### src/rtl/clkhalt_pkg.sv
package clkhalt_pkg;

    typedef enum logic [1:0] {
        ST_RUN     = 2'd0,
        ST_HALT    = 2'd1,
        ST_SETTLE  = 2'd2,
        ST_EXTWAIT = 2'd3
    } ctl_state_t;

    localparam logic [2:0] STAT_IDLE = 3'b111;
    localparam logic [2:0] STAT_STOP = 3'b011;

    typedef struct packed {
        logic rise;
        logic level;
    } start_evt_t;

    function automatic logic code_is(input logic [2:0] s, input logic [2:0] code);
        return s == code;
    endfunction

endpackage

### src/rtl/clkhalt_start_edge.sv
module clkhalt_start_edge
    import clkhalt_pkg::*;
(
    input  logic       clk,
    input  logic       rst,
    input  logic       start_in,
    output start_evt_t evt
);
    logic meta_q, sync_q, prev_q;

    always_ff @(posedge clk) begin
        if (rst) begin
            meta_q <= 1'b0;
            sync_q <= 1'b0;
            prev_q <= 1'b0;
        end else begin
            meta_q <= start_in;
            sync_q <= meta_q;
            prev_q <= sync_q;
        end
    end

    assign evt.rise  = sync_q & ~prev_q;
    assign evt.level = sync_q;


    single_rise_chk: assert property (@(posedge clk) disable iff (rst)
        evt.rise |=> !evt.rise);
endmodule

### src/rtl/clkhalt_stop_decode.sv
module clkhalt_stop_decode
    import clkhalt_pkg::*;
(
    input  logic       clk,
    input  logic       rst,
    input  logic       strobe,
    input  logic       run,
    input  logic [2:0] status,
    input  logic       block,
    output logic       stop_hit
);
    logic idle_seen_q;

    always_ff @(posedge clk) begin
        if (rst || !run)
            idle_seen_q <= 1'b0;
        else if (strobe)
            idle_seen_q <= code_is(status, STAT_IDLE);
    end

    assign stop_hit = strobe & run & idle_seen_q & ~block & code_is(status, STAT_STOP);


    idle_hold_chk: assert property (@(posedge clk) disable iff (rst)
        (run && !strobe) |=> $stable(idle_seen_q));
endmodule

### src/rtl/clkhalt_restart_timer.sv
module clkhalt_restart_timer #(
    parameter int CNT_W = 14
) (
    input  logic             clk,
    input  logic             rst,
    input  logic             en,
    input  logic             tick,
    input  logic [CNT_W-1:0] limit,
    output logic             done
);
    logic [CNT_W-1:0] cnt_q;

    assign done = en & tick & (cnt_q == limit - 1'b1);

    always_ff @(posedge clk) begin
        if (rst || !en)
            cnt_q <= '0;
        else if (tick)
            cnt_q <= done ? '0 : cnt_q + 1'b1;
    end


    cnt_bound_chk: assert property (@(posedge clk) disable iff (rst)
        en |-> (cnt_q < limit));

    idle_clear_chk: assert property (@(posedge clk) disable iff (rst)
        !en |=> (cnt_q == '0));
endmodule

### src/rtl/clkhalt_reset_stretch.sv
module clkhalt_reset_stretch #(
    parameter int RST_MIN = 16
) (
    input  logic clk,
    input  logic rst,
    input  logic res_n,
    input  logic strobe,
    input  logic run,
    output logic reset_out
);
    localparam int RW = $clog2(RST_MIN + 1);
    localparam logic [RW-1:0] LIMIT = RW'(RST_MIN);

    logic [RW-1:0] seen_q;

    always_ff @(posedge clk) begin
        if (rst || !res_n)
            seen_q <= '0;
        else if (strobe && run && (seen_q < LIMIT))
            seen_q <= seen_q + 1'b1;
    end

    assign reset_out = ~res_n | (seen_q < LIMIT);


    release_high_chk: assert property (@(posedge clk) disable iff (rst)
        $rose(res_n) |-> reset_out);
endmodule

### src/rtl/clkhalt_ctrl.sv
module clkhalt_ctrl
    import clkhalt_pkg::*;
#(
    parameter int SETTLE_CYC = 8192,
    parameter int EXT_DELAY  = 3,
    parameter int RST_MIN    = 16
) (
    input  logic       clk,
    input  logic       rst,
    input  logic       xtal_mode,
    input  logic       cpu_rise,
    input  logic [2:0] status,
    input  logic       start_in,
    input  logic       res_n,
    input  logic       osc_tick,
    input  logic       ext_tick,
    input  logic       slow_req,
    output logic       clk_gate,
    output logic       osc_en,
    output logic       clk_slow,
    output logic       reset_out
);
    localparam int CNT_W = $clog2(SETTLE_CYC + 1);
    localparam logic [CNT_W-1:0] LIM_XTAL = CNT_W'(SETTLE_CYC);
    localparam logic [CNT_W-1:0] LIM_EXT  = CNT_W'(EXT_DELAY);

    ctl_state_t state_q, state_d;
    start_evt_t sev;
    logic       stop_hit, run, waiting, tick_sel, timer_done, slow_q;
    logic [CNT_W-1:0] limit;

    assign run      = (state_q == ST_RUN);
    assign waiting  = (state_q == ST_SETTLE) || (state_q == ST_EXTWAIT);
    assign tick_sel = (state_q == ST_SETTLE) ? osc_tick : ext_tick;
    assign limit    = (state_q == ST_SETTLE) ? LIM_XTAL : LIM_EXT;

    clkhalt_start_edge u_start (
        .clk(clk), .rst(rst), .start_in(start_in), .evt(sev)
    );

    clkhalt_stop_decode u_decode (
        .clk(clk), .rst(rst), .strobe(cpu_rise), .run(run),
        .status(status), .block(sev.level), .stop_hit(stop_hit)
    );

    clkhalt_restart_timer #(.CNT_W(CNT_W)) u_timer (
        .clk(clk), .rst(rst), .en(waiting), .tick(tick_sel),
        .limit(limit), .done(timer_done)
    );

    clkhalt_reset_stretch #(.RST_MIN(RST_MIN)) u_rstout (
        .clk(clk), .rst(rst), .res_n(res_n), .strobe(cpu_rise),
        .run(run), .reset_out(reset_out)
    );

    always_comb begin
        state_d = state_q;
        unique case (state_q)
            ST_RUN:     if (stop_hit) state_d = ST_HALT;
            ST_HALT:    if (sev.rise || !res_n)
                            state_d = xtal_mode ? ST_SETTLE : ST_EXTWAIT;
            ST_SETTLE,
            ST_EXTWAIT: if (timer_done) state_d = ST_RUN;
            default:    state_d = ST_RUN;
        endcase
    end

    always_ff @(posedge clk) begin
        if (rst) begin
            state_q <= ST_RUN;
            slow_q  <= 1'b0;
        end else begin
            state_q <= state_d;
            if (run) slow_q <= slow_req;
        end
    end

    assign clk_gate = run;
    assign osc_en   = !(xtal_mode && state_q == ST_HALT);
    assign clk_slow = slow_q;


    stop_gate_chk: assert property (@(posedge clk) disable iff (rst)
        stop_hit |=> !clk_gate);

    halt_hold_chk: assert property (@(posedge clk) disable iff (rst)
        (state_q == ST_HALT && res_n && !sev.rise) |=> !clk_gate);

    osc_off_chk: assert property (@(posedge clk) disable iff (rst)
        (stop_hit && xtal_mode) |=> !osc_en);

    speed_hold_chk: assert property (@(posedge clk) disable iff (rst)
        !clk_gate |=> $stable(clk_slow));
endmodule

### config.mk
export PLATFORM = sky130hd
export DESIGN_NAME = clkhalt_ctrl
export DESIGN_NICKNAME = d
export VERILOG_FILES = /design/src/rtl/clkhalt_pkg.sv /design/src/rtl/clkhalt_start_edge.sv /design/src/rtl/clkhalt_stop_decode.sv /design/src/rtl/clkhalt_restart_timer.sv /design/src/rtl/clkhalt_reset_stretch.sv /design/src/rtl/clkhalt_ctrl.sv
export SDC_FILE = /design/constraint.sdc
export NUM_CORES = 1
export LEC_CHECK = 0
export BUFFER_PORTS_ARGS = -buffer_cell sky130_fd_sc_hd__buf_2
export CORE_AREA = 5 5 59 61
export DETAILED_ROUTE_END_ITERATION = 16
export DIE_AREA = 0 0 64 66
export HOLD_SLACK_MARGIN = 0.15
export PLACE_DENSITY = 0.79
export SYNTH_ARGS = -nofsm -noshare
export SYNTH_HDL_FRONTEND = slang
export SYNTH_HIERARCHICAL = 1
export SYNTH_SLANG_ARGS = --single-unit
### constraint.sdc
create_clock -name clk -period 4.8 [get_ports clk]
set_input_delay 0.96 -clock clk [delete_from_list [all_inputs] [get_ports clk]]
set_output_delay 0.96 -clock clk [all_outputs]
set_load 0.02 [all_outputs]
Word level (Yosys, flattened, before mapping):

Cells that the tools add are included.
Widths: inputs -> output; s select.

* flip-flop bits (word level): 26
* input port bits: 12
* output and inout port bits: 4

* $add $sub $neg: 3
* order comparisons: 1
* equal/unequal tests: 9
* multiplexer cells: 8
* bitwise operators: 11
* reduce and logical (&&, ||, !) cells: 15

Operator list (number)
* $mux 14: 2
* $add 14x1->14 const B: 1
* $eq 14x14->1: 1
* $sub 14x1->14 const B: 1
* $and 1x1->1: 7
* $mux 2: 3
* $pmux 2 s3: 1
* $add 5x1->5 const B: 1
* $logic_or 1x1->1: 5
* $lt 5x5->1 const B: 1
* $eq 2x2->1 const B: 2
* $logic_not 1->1: 4
* $ne 2x2->1 const B: 2
* $eq 3x2->1 const B: 1
* $eq 3x3->1 const B: 1
* $logic_and 1x1->1: 3
* $not 1->1: 3
* $reduce_and 3->1: 1
* $eq 2x1->1 const B: 1
* $logic_not 2->1: 1
* $mux 1: 2
* $ne 2x1->1 const B: 1
* $reduce_or 2->1: 1
* $or 1x1->1: 1

Logic depth before layout (Yosys ltp):

* depth after elaboration: 7
* depth in mapped cells: 13
* gate-level depth less buffers: 12

Hierarchy:

Netlist, hierarchy kept.

Modules (own cells, without submodules)
* clkhalt_restart_timer: times used 1, cells each 142, area an instance 1108.6 µm², seq. area each 280.3 µm²
* clkhalt_reset_stretch: times used 1, cells each 23, area an instance 227.7 µm², seq. area each 100.1 µm²
* clkhalt_ctrl: times used 1, cells each 22, area an instance 185.2 µm², seq. area each 60.1 µm²
* clkhalt_start_edge: times used 1, cells each 8, area an instance 95.1 µm², seq. area each 60.1 µm²
* clkhalt_stop_decode: times used 1, cells each 8, area an instance 63.8 µm², seq. area each 20.0 µm²

Least setup slack after synthesis:

No wires, ideal clock.

* path kind: register to register
* start: register state_q[0]
* end: register state_q[0]
* arrival time: 2.435 ns
* required time: 4.734 ns
* slack: 2.299 ns
* stages on the path, launching flop included: 14
* buffers on the path: 1
* path through: dfxtp_1 > nand2b_2 > inv_1 > ha_1 > or4b_1 > clkbuf_1 > nor4_1 > nor4_1 > or3_1 > o2111ai_2 > nor2_1 > nor2b_1 > a21oi_1 > a21oi_2

* cells in the longest elaborated chain, start to end: 7
* elaborated cells on any way between the ends: 21
* those cells by class: add/sub: 1; eq/ne: 7; mux: 3; bitwise: 6; reduce/logical: 4

Ends and longest elaborated chain
* start: declaration: RTL line clkhalt_ctrl.sv:27 `ctl_state_t state_q, state_d;`
* start signal: assignment: RTL line clkhalt_ctrl.sv:73 `state_q <= state_d;`
* $eq 2x2->1: RTL line clkhalt_ctrl.sv:35 `assign limit = (state_q == ST_SETTLE) ? LIM_XTAL : LIM_EXT;`
* $mux 14: RTL line clkhalt_ctrl.sv:35
* net limit[0]: RTL line clkhalt_ctrl.sv:30 `logic [CNT_W-1:0] limit;`
* $sub 14x1->14: RTL line clkhalt_restart_timer.sv:13 `assign done = en & tick & (cnt_q == limit - 1'b1);`
* $eq 14x14->1: RTL line clkhalt_restart_timer.sv:13
* $and 1x1->1: RTL line clkhalt_restart_timer.sv:13
* net timer_done: RTL line clkhalt_ctrl.sv:29 `logic stop_hit, run, waiting, tick_sel, timer_done, slow_q;`
* $ne 2x1->1 (no line)
* $reduce_and 3->1 (no line)

The timed path passes the listed nets, and every way through them passes these cells.
A chain may end at the register's enable or synchronous reset.

Worst setup path in the final report:

* start: register state_q[1]
* end: register u_timer.cnt_q[9]

* cells in the longest elaborated chain, start to end: 6
* elaborated cells on any way between the ends: 12
* those cells by class: add/sub: 1; eq/ne: 3; mux: 3; bitwise: 2; reduce/logical: 3

Ends and longest elaborated chain
* $eq 2x2->1: RTL line clkhalt_ctrl.sv:35
* $mux 14: RTL line clkhalt_ctrl.sv:35
* net limit[0]: RTL line clkhalt_ctrl.sv:30
* $sub 14x1->14: RTL line clkhalt_restart_timer.sv:13
* $eq 14x14->1: RTL line clkhalt_restart_timer.sv:13
* $and 1x1->1: RTL line clkhalt_restart_timer.sv:13
* $mux 14: RTL line clkhalt_restart_timer.sv:19 `cnt_q <= done ? '0 : cnt_q + 1'b1;`
* end signal: assignment: RTL line clkhalt_restart_timer.sv:19
* end: declaration: RTL line clkhalt_restart_timer.sv:11 `logic [CNT_W-1:0] cnt_q;`

The timed path passes the listed nets, and every way through them passes these cells.

==> reports/results.tsv <==
stage	metric	value	unit
cells_and_area	fin area	0.00202	mm²
placed_design	cell area after placement	0.00196	mm²
route	drt via density	4.80	
timing	actual slew at the worst max-slew pin	0.570	ns
grt	All-Layer GR Usage	16.7	%
grt	antenna violations before repair	0	
grt	largest net degree at the start of global routing	16	
route	drt first pass iters	4	
cells_and_area	ratio of cells with drive above 1 in the final layout	12.6	%
clocking	CTS Buffer Depth	2	
timing	final worst slack	1.84	ns
critical_path	Critical Path RT	4.99	ns
clocking	cts hold-fix bufs	0	
die	cell row count	20	
clocking	TritonCTS clock tree	yes	
timing	Rel. slew slack	61.8	%
critical_path	WP buf/inv	1	
clocking	# Post-CTS Setup Buffers	0	
critical_path	CP peak stage delay	0.59	ns
cells_and_area	Nets	286	
clocking	clock sink total	26	
route	final antenna-violating net count	0	
yosys	Avg Cell Area, Syn	8.28	µm²
critical_path	Slowest cell on crit path	or4b_1	
critical_path	CP Data Arrival Time	3.15	ns
route	Post-route DRC	0	
clocking	clk root buf	clkbuf_4	
timing	Final Slew Violations	0	
power	leakage	0.000817	µW
yosys	Cells after Synth	203	
critical_path	worst-path cell chain	nand2b_2, inv_1, ha_1, or4b_1, nor3_1, a2bb2oi_1, o211ai_1, o2111ai_2, o21ai_2, nor2_1	
critical_path	WS Path Type	reg -> reg	
route	Detailed Route Iter0 Violations	46	
outcome	status	complete, no violations	
cells_and_area	fillcell total	253	
clocking	post-CTS sizing	0	
grt	global-route wire length before repair	5660	µm
cells_and_area	antenna cells	0	
power	pwr/cell area	201	mW/mm²
yosys	Post-synth EDFFs	0	
grt	total grt overflow	0	
die	Die Height	66	µm
grt	vias in the first global route	1398	
placed_design	GPL Wtd Cong	0.829	
yosys	xor and xnor fraction of the mapped netlist area	15.1	%
die	width of the die	64	µm
clocking	Worst-path clk slew	0.14	ns
route	routed via count	1454	
placed_design	Port Buffers	15	
cells_and_area	Core Util, Final	68.9	%
yosys	Post-Syn Area	0.00168	mm²
die	Die Area	0.00422	mm²
yosys	Synth Area in Adders	2.23	%
timing	skew final	0.0154	ns
critical_path	CP top delay family	simple AND/OR/NAND/NOR gates	
yosys	ys async rst share	0	%
die	initial core utilization	57.4	%
yosys	post-synthesis sequential area ratio	31.0	%
yosys	Yosys cell types	55	
yosys	Main synth FF type	dfxtp_1	
timing	setup TNS	0	ns
timing	final worst-path cycle share	61.6	%
critical_path	Critical Path End Type	flop	
power	IR drop worst, VDD	0.210	mV
yosys	mux contribution to synthesized area	2.16	%
yosys	Yosys warning count	6	
critical_path	CP max FO	13	
die	# IOs	16	
route	DRT Wirelength	3170	µm
yosys	Synth Area in Compound Gates	11.9	%
yosys	Seq cells post-synth	26	
clocking	Clk Latency, worst-skew pair	0.32	ns
timing	Max Freq	0.338	GHz
placed_design	Final HPWL DP	2600	µm
critical_path	Critical Path Start Type	flop	
yosys	largest family of logic cells by synthesized area	simple AND/OR/NAND/NOR gates	
timing	Final setup viols	0	
flow_run	# Max-Cap Violations	0	
cells_and_area	Layout area overhead	20.0	%
timing	final hold violations	0	
timing	post-layout min period	2.96	ns
placed_design	Place WS	1.89	ns
clocking	H-tree depth	1	
timing	unrepaired setup endpoints after global routing	false	
min_path	Min-Delay Path Class	reg -> reg	
clocking	total clock buffers created by CTS	3	
yosys	post-synthesis simple-gate area fraction	34.2	%
route	drt wl/cell	10.5	µm
die	total core area	0.00293	mm²
timing	Min Hold Slack	0.458	ns
-- registers in the layout, indices dropped and copies added, names as in the netlist --
register / cells
u_timer/cnt_q: 14
u_rstout/seen_q: 5
state_q: 2
clk_slow: 1
u_decode/idle_seen_q: 1
u_start/meta_q: 1
u_start/prev_q: 1
u_start/sync_q: 1
-- worst register-to-register path, stage by stage (launching register included) --
cell and delay, ns:
dfxtp_1 0.50, nand2b_2 0.17, inv_1 0.09, ha_1 0.23, or4b_1 0.59, nor3_1 0.22, a2bb2oi_1 0.08, o211ai_1 0.19
o2111ai_2 0.18, o21ai_2 0.45, nor2_1 0.11
-- metal layers --
layer  routed length (µm)  GRT usage (%)  vias to the layer above
met3                   94           3.40                        6
met5                    0              0                        -
li1                     -              -                      795
met4                   38           5.71                        0
met1                 1490           21.0                      633
met2                 1550           28.1                       20
-- layout by cell type, fill, tap and decap left out, drive strengths merged, types with 2 or more instances in the layout --
cell type and count:
nor4 5, a21oi 8, nor2b 9, ha 3
or3 4, nand3 10, mux2 2, clkbuf 3
nor2 29, nand2b 6, buf 15, conb 56
xor2 15, nand4 6, inv 4, and3 2
o211ai 3, dfxtp 26, a211oi 2, nand3b 4
nor3 6, xnor2 14, o21ai 4, or4 2
nand2 12
-- area by class of cell --
type	count	area (µm²)	area share, %
clock buffers	3	22.5	1.12
clock inverters	1	30.0	1.49
multi-input cells	221	1310	65.1
well taps	33	41.3	2.05
inverters	4	15.0	0.744
repair buffers	15	75.1	3.72
flip-flops and latches	26	520	25.8
-- cells in the mapped netlist (all sizes together), types with 2 or more instances --
cell type | count | share of area, %
nand3b | 4 | 2.5
and3 | 2 | 0.74
o21ai | 4 | 1.4
nor4 | 5 | 1.9
or4 | 2 | 0.89
dfxtp | 26 | 31
nand2 | 12 | 2.7
clkbuf | 4 | 0.89
ha | 3 | 2.2
xnor2 | 14 | 7.3
buf | 3 | 1.4
nand4 | 6 | 2.2
nor2b | 9 | 3.6
nand2b | 6 | 2.8
xor2 | 15 | 7.8
nand3 | 10 | 3.0
a211oi | 2 | 0.89
mux2 | 2 | 1.6
o211ai | 3 | 1.3
nor2 | 29 | 6.5
or3 | 4 | 1.6
nor3 | 6 | 1.8
inv | 4 | 0.89
a21oi | 8 | 2.8
-- cell families (layout without fill, tap and decap cells) --
| logic type | count (synthesis) | after routing |
|---|---|---|
| mux | 3 | 3 |
| simple gates | 103 | 103 |
| compound gates | 27 | 27 |
| flops | 26 | 26 |
| other cells | 1 | 56 |
| xor+xnor | 29 | 29 |
| buf+inv | 11 | 23 |
| fa+ha+maj | 3 | 3 |
-- worst paths after layout --
check                               startpoint          endpoint  slack, ns  cells after the start
worst max-delay path                state_q[1]  u_timer/cnt_q[9]       1.84                     10
worst min-delay path            u_start/meta_q    u_start/sync_q       0.46                      1
worst max register to register      state_q[1]  u_timer/cnt_q[9]       1.84                     10
worst min register to register  u_start/meta_q    u_start/sync_q       0.46                      1
-- report_power, final --
group	total (µW)	switching [µW]	internal (µW)	leakage [µW]
sequential	219	1.22	218	0.000210
clock	148	63.5	84.5	0.0000279
combinational	37.1	21.3	15.8	0.000579
-- per-stage QoR --
stage	power, µW	cells
5_1_grt	425	303
2_1_floorplan	250	258
6_report	404	303
3_3_place_gp	259	299
3_5_place_dp	260	299
4_1_cts	410	303
Power figures use the tool's default switching activity.
